**config.mk**
```make
export PLATFORM = sky130hd
export DESIGN_NAME = udp_datapath
export DESIGN_NICKNAME = d
export VERILOG_FILES = /design/src/rtl/udp_pkg.sv /design/src/rtl/udp_decode.sv /design/src/rtl/udp_addr_gen.sv /design/src/rtl/udp_regfile.sv /design/src/rtl/udp_datapath.sv
export SDC_FILE = /design/constraint.sdc
export NUM_CORES = 1
export LEC_CHECK = 0
export BUFFER_PORTS_ARGS = -buffer_cell sky130_fd_sc_hd__buf_2
export CORE_ASPECT_RATIO = 0.9
export CORE_UTILIZATION = 45
export DETAILED_ROUTE_END_ITERATION = 6
export HOLD_SLACK_MARGIN = 0.06
export PLACE_DENSITY = 0.89
export SYNTH_ARGS = -nofsm -noshare
export SYNTH_HDL_FRONTEND = slang
export SYNTH_SLANG_ARGS = --single-unit
```
**constraint.sdc**
```tcl
create_clock -name clk -period 2.16 [get_ports clk]
set_input_delay 0.432 -clock clk [delete_from_list [all_inputs] [get_ports clk]]
set_output_delay 0.432 -clock clk [all_outputs]
set_load 0.005 [all_outputs]
```
**src/rtl/udp_pkg.sv**
```systemverilog
package udp_pkg;
    localparam int DATA_W = 8;
    localparam int OFS_W  = 3;

    typedef enum logic [2:0] {
        CLS_LOAD_B,
        CLS_LOAD_L,
        CLS_STORE_B,
        CLS_LOAD_H,
        CLS_JUMP,
        CLS_IDLE
    } op_class_e;

    typedef struct packed {
        op_class_e          cls;
        logic               direct;   // pointer pair disabled
        logic               hi_or;    // OR term for top address bit
        logic [OFS_W-1:0]   lo_or;    // OR term for low address bits
    } udp_dec_t;
endpackage

```
**src/rtl/udp_decode.sv**
```systemverilog
module udp_decode
    import udp_pkg::*;
#(
    parameter int W = DATA_W
) (
    input  logic [W-1:0] uop,
    output udp_dec_t     dec
);
    always_comb begin
        dec.direct = uop[4];
        dec.hi_or  = uop[3];
        dec.lo_or  = uop[OFS_W-1:0];
        unique case (uop[7:5])
            3'b000:  dec.cls = CLS_LOAD_B;
            3'b001:  dec.cls = CLS_LOAD_L;
            3'b100:  dec.cls = CLS_STORE_B;
            3'b101:  dec.cls = CLS_JUMP;
            3'b110:  dec.cls = uop[3] ? CLS_LOAD_H : CLS_IDLE;
            default: dec.cls = CLS_IDLE;
        endcase
    end
endmodule

```
**src/rtl/udp_addr_gen.sv**
```systemverilog
module udp_addr_gen
    import udp_pkg::*;
#(
    parameter int W = DATA_W,
    localparam int AW = 2 * W
) (
    input  logic [W-1:0]  hreg,
    input  logic [W-1:0]  lreg,
    input  udp_dec_t      dec,
    output logic [AW-1:0] addr
);
    logic [W-1:0] hi_base, lo_base;
    logic [W-1:0] hi_ofs, lo_ofs;

    always_comb begin
        hi_base = dec.direct ? '0 : hreg;
        lo_base = dec.direct ? '0 : lreg;
        hi_ofs  = '0;
        hi_ofs[W-1] = dec.hi_or;
        lo_ofs  = '0;
        lo_ofs[OFS_W-1:0] = dec.lo_or;
        addr = {hi_base | hi_ofs, lo_base | lo_ofs};
    end
endmodule

```
**src/rtl/udp_regfile.sv**
```systemverilog
module udp_regfile
    import udp_pkg::*;
#(
    parameter int W = DATA_W
) (
    input  logic         clk,
    input  logic         rst_n,
    input  logic         we_b,
    input  logic         we_l,
    input  logic         we_h,
    input  logic [W-1:0] bus_in,
    input  logic [W-1:0] h_in,
    output logic [W-1:0] b_q,
    output logic [W-1:0] l_q,
    output logic [W-1:0] h_q
);
    always_ff @(posedge clk or negedge rst_n) begin
        if (!rst_n) begin
            b_q <= '0;
            l_q <= '0;
            h_q <= '0;
        end else begin
            if (we_b) b_q <= bus_in;
            if (we_l) l_q <= bus_in;
            if (we_h) h_q <= h_in;
        end
    end
endmodule

```
**src/rtl/udp_datapath.sv**
```systemverilog
module udp_datapath
    import udp_pkg::*;
#(
    parameter int W = DATA_W,
    localparam int AW = 2 * W
) (
    input  logic          clk,
    input  logic          rst_n,
    input  logic [W-1:0]  uop,
    input  logic [W-1:0]  din,
    output logic [AW-1:0] addr,
    output logic [W-1:0]  dout,
    output logic          dout_en,
    output logic          rd_n,
    output logic          wr_n,
    output logic          flag,
    output logic [W-1:0]  seq_b,
    output logic [W-1:0]  seq_l
);
    udp_dec_t     dec;
    logic [W-1:0] b_q, l_q, h_q;
    logic         do_rd, do_wr;
    logic         we_b, we_l, we_h;

    udp_decode #(.W(W)) u_dec (.uop(uop), .dec(dec));

    udp_addr_gen #(.W(W)) u_agen (
        .hreg(h_q), .lreg(l_q), .dec(dec), .addr(addr)
    );

    // output process: strobes and write enables per class
    always_comb begin
        do_rd = 1'b0;
        do_wr = 1'b0;
        we_b  = 1'b0;
        we_l  = 1'b0;
        we_h  = 1'b0;
        dout  = b_q;
        unique case (dec.cls)
            CLS_LOAD_B:  begin do_rd = 1'b1; we_b = 1'b1; end
            CLS_LOAD_L:  begin do_rd = 1'b1; we_l = 1'b1; end
            CLS_STORE_B: begin do_wr = 1'b1; end
            CLS_LOAD_H:  begin do_wr = 1'b1; we_h = 1'b1; dout = addr[W-1:0]; end
            CLS_JUMP:    ;
            CLS_IDLE:    ;
            default:     ;
        endcase
    end

    udp_regfile #(.W(W)) u_regs (
        .clk(clk), .rst_n(rst_n),
        .we_b(we_b), .we_l(we_l), .we_h(we_h),
        .bus_in(din), .h_in(addr[W-1:0]),
        .b_q(b_q), .l_q(l_q), .h_q(h_q)
    );

    assign rd_n    = ~(rst_n & do_rd);
    assign wr_n    = ~(rst_n & do_wr);
    assign dout_en = ~wr_n;
    assign flag    = h_q[W-1];
    assign seq_b   = b_q;
    assign seq_l   = l_q;
endmodule

```
==> impl_metrics.toml <==
[status]
outcome = "finished clean"

[cts]
clock_sinks = 24
cts_tree = "yes"
path_clk_slew_ns = 0.13
cts_made_buffers = 3
htree_levels = 1
cts_root_buffer = "clkbuf_4"
insertion_delay_ns = 0.31
clockBufferDepth = 2

[final_layout]
fin_util_pct = 63.30
antennaDiodeCount = 0
drive_above_1_share_pct = 54.32
area.growth.synth_to_final_pct = 32.39
fin_area_sq_mm = 0.001575
nets = 181
fin_cells = 190

[placed_design]
placed_area_sq_mm = 0.001529
io_buffers = 61
dp.final_hpwl_mm = 2.227
place_inst = 185
gp_congestion = 0.8009

[setup_path]
cp-startpoint = "uop[5]"
crit_path_end_kind = "primary output"
worst_ep_arrival_time_ns = 1.58
start_kind = "input pin"
rr_startpoint = "u_regs.l_q[0]$_DFFE_PN0N_"
worstSetupPathType = "in -> out"
path_max_fanout = 9
required_ns = 1.73
reg2reg_depth = 2

[timing]
finalMaxSlewViolations = 0
setup_viol = 0
fin_worst_skew_ns = 0.0009533
max_freq_mhz = 495.8
rsz0062_at_grt = "false"
tightest_slew_ns = 0.4382
hold_violations = 0
setup-tns-final_ns = 0
max-slew-margin-rel_pct = 70.69
period_share_pct = 93.37
period_needed_ns = 2.017

[power]
total_leakage_power_nw = 0.8277
ir_drop_uv = 574.3
power_density_mw_per_mm2 = 767.9

[grt]
grt_max_degree = 21
grt_usage_pct = 21.22
gr-total-overflow = 0
grt_pass1_vias = 941
grt_pass1_wl_mm = 4.623
grt_antenna_before_repair = 0

[drt]
drt_first_iter_violations = 22
routed_via_density = 5.295
wire_per_inst_um = 15.39
finalWirelength_mm = 2.924
ant_nets = 0
via_count = 1006
drc_errors = 0
dr.pass1.iters = 4

[synthesis]
synth-seq-cells = 24
netlist_area_sq_mm = 0.001190
syn_nets = 115
ys_top_cells_by_area = "dfrtp_1, mux2_4, mux2_2"
yosysSeqAreaShare_pct = 50.47
synth_top_cell_by_area = "dfrtp_1"
netlist_instances = 97
syn_avg_cell_area_sq_um = 12.27
ys_types = 20
synth_top_area_share_pct = 50.47
ys_warn_count = 0

[min_path]
hp-class = "in -> reg"
hold_path.startpoint = "din[1]"
hold_depth = 2

[die]
dieArea_sq_mm = 0.002854
fp.dieW_um = 56.21
core_area_sq_mm = 0.002489
start_util_pct = 47.81
num_rows = 17
ioPinCount = 62
die_h_um = 50.79

[run]
drv_cap = 0
cell usage in the layout, fill, tap and decap left out, types with 4 or more instances in the layout:
cell type	instances
a21o_1	4
mux2_4	8
buf_2	61
nor2_1	13
mux2_2	8
dfrtp_1	24
nor2b_1	13
a22o_1	10
final timing paths:
check,end,slack (ns)
min reg2reg,u_regs.h_q[2]$_DFFE_PN0N_,0.51
max,dout[3],0.14
min in group asynchronous,u_regs.l_q[2]$_DFFE_PN0N_,0.46
max reg2reg,u_regs.h_q[0]$_DFFE_PN0N_,1.20
min,u_regs.l_q[1]$_DFFE_PN0N_,0.36
max in group asynchronous,u_regs.l_q[6]$_DFFE_PN0N_,1.22
layer usage:
layer	wire length (um)	share of wire, %	vias up	track usage [%]
met5	0	0	-	0
met4	31	1.1	0	6.911
met3	132	4.5	6	3.351
met2	1428	49	40	32.34
met1	1332	46	487	31.05
li1	-	-	473	-
per-stage QoR:
step,setup slack [ns],power (mW),hold slack [ns]
finish,0.1432,1.210,0.3574
global route,0.06040,1.276,0.3377
CTS,0.1684,1.213,0.3524
detailed placement,0.1669,0.9784,0.2660
global placement,0.2249,0.9669,0.2625
floorplan,0.5991,0.7865,0.1364
final cells by class:
class	count	area [sq um]
fillers	190	913.4
flip-flops and latches	24	600.6
multi-input cells	67	558.0
repair buffers	65	337.8
clock buffers	4	36.28
well taps	28	35.03
inverters	2	7.507
state kept, by name, summed over array words and instances, names as in the netlist:
register,flops
u_regs.b_q,8
u_regs.l_q,8
u_regs.h_q,8
power by group:
group          internal [mW]  total [mW]  switching, mW
Clock                  0.103       0.237          0.134
Combinational          0.217       0.358          0.141
Sequential             0.535       0.614         0.0797
Total                  0.855        1.21          0.355
repair_timing:
action | in CTS | in global routing
hold endpoints to repair | 4 | 0
resized for setup | 0 | 0
buffers inserted | 0 | 0
hold buffers | 1 | 0
cell families after synthesis:
| family | Yosys count | synth area share, % |
|---|---|---|
| and+or+nand+nor | 34 | 17.46 |
| DFF | 24 | 50.47 |
| AOI/OAI and AO/OA | 17 | 11.78 |
| muxes | 16 | 17.67 |
| buffers and inverters | 6 | 2.629 |
Yosys cell counts:
master / n
and2_4: 1
mux2_2: 8
nor2_4: 1
nor3_4: 1
nor2b_1: 13
nor2_1: 13
nand2_1: 1
nand4b_2: 1
mux2_4: 8
a21o_1: 4
a22o_1: 10
clkbuf_1: 2
a211oi_1: 3
or2b_1: 1
buf_2: 1
nand3_1: 1
inv_1: 2
buf_6: 1
and4b_1: 1
dfrtp_1: 24
worst max-delay path, cell delays in order:
cell	delay (ns)
buf_2	0.14
nand4b_2	0.39
buf_4	0.28
a22o_1	0.23
buf_2	0.12
Power figures use the tool's default switching activity.
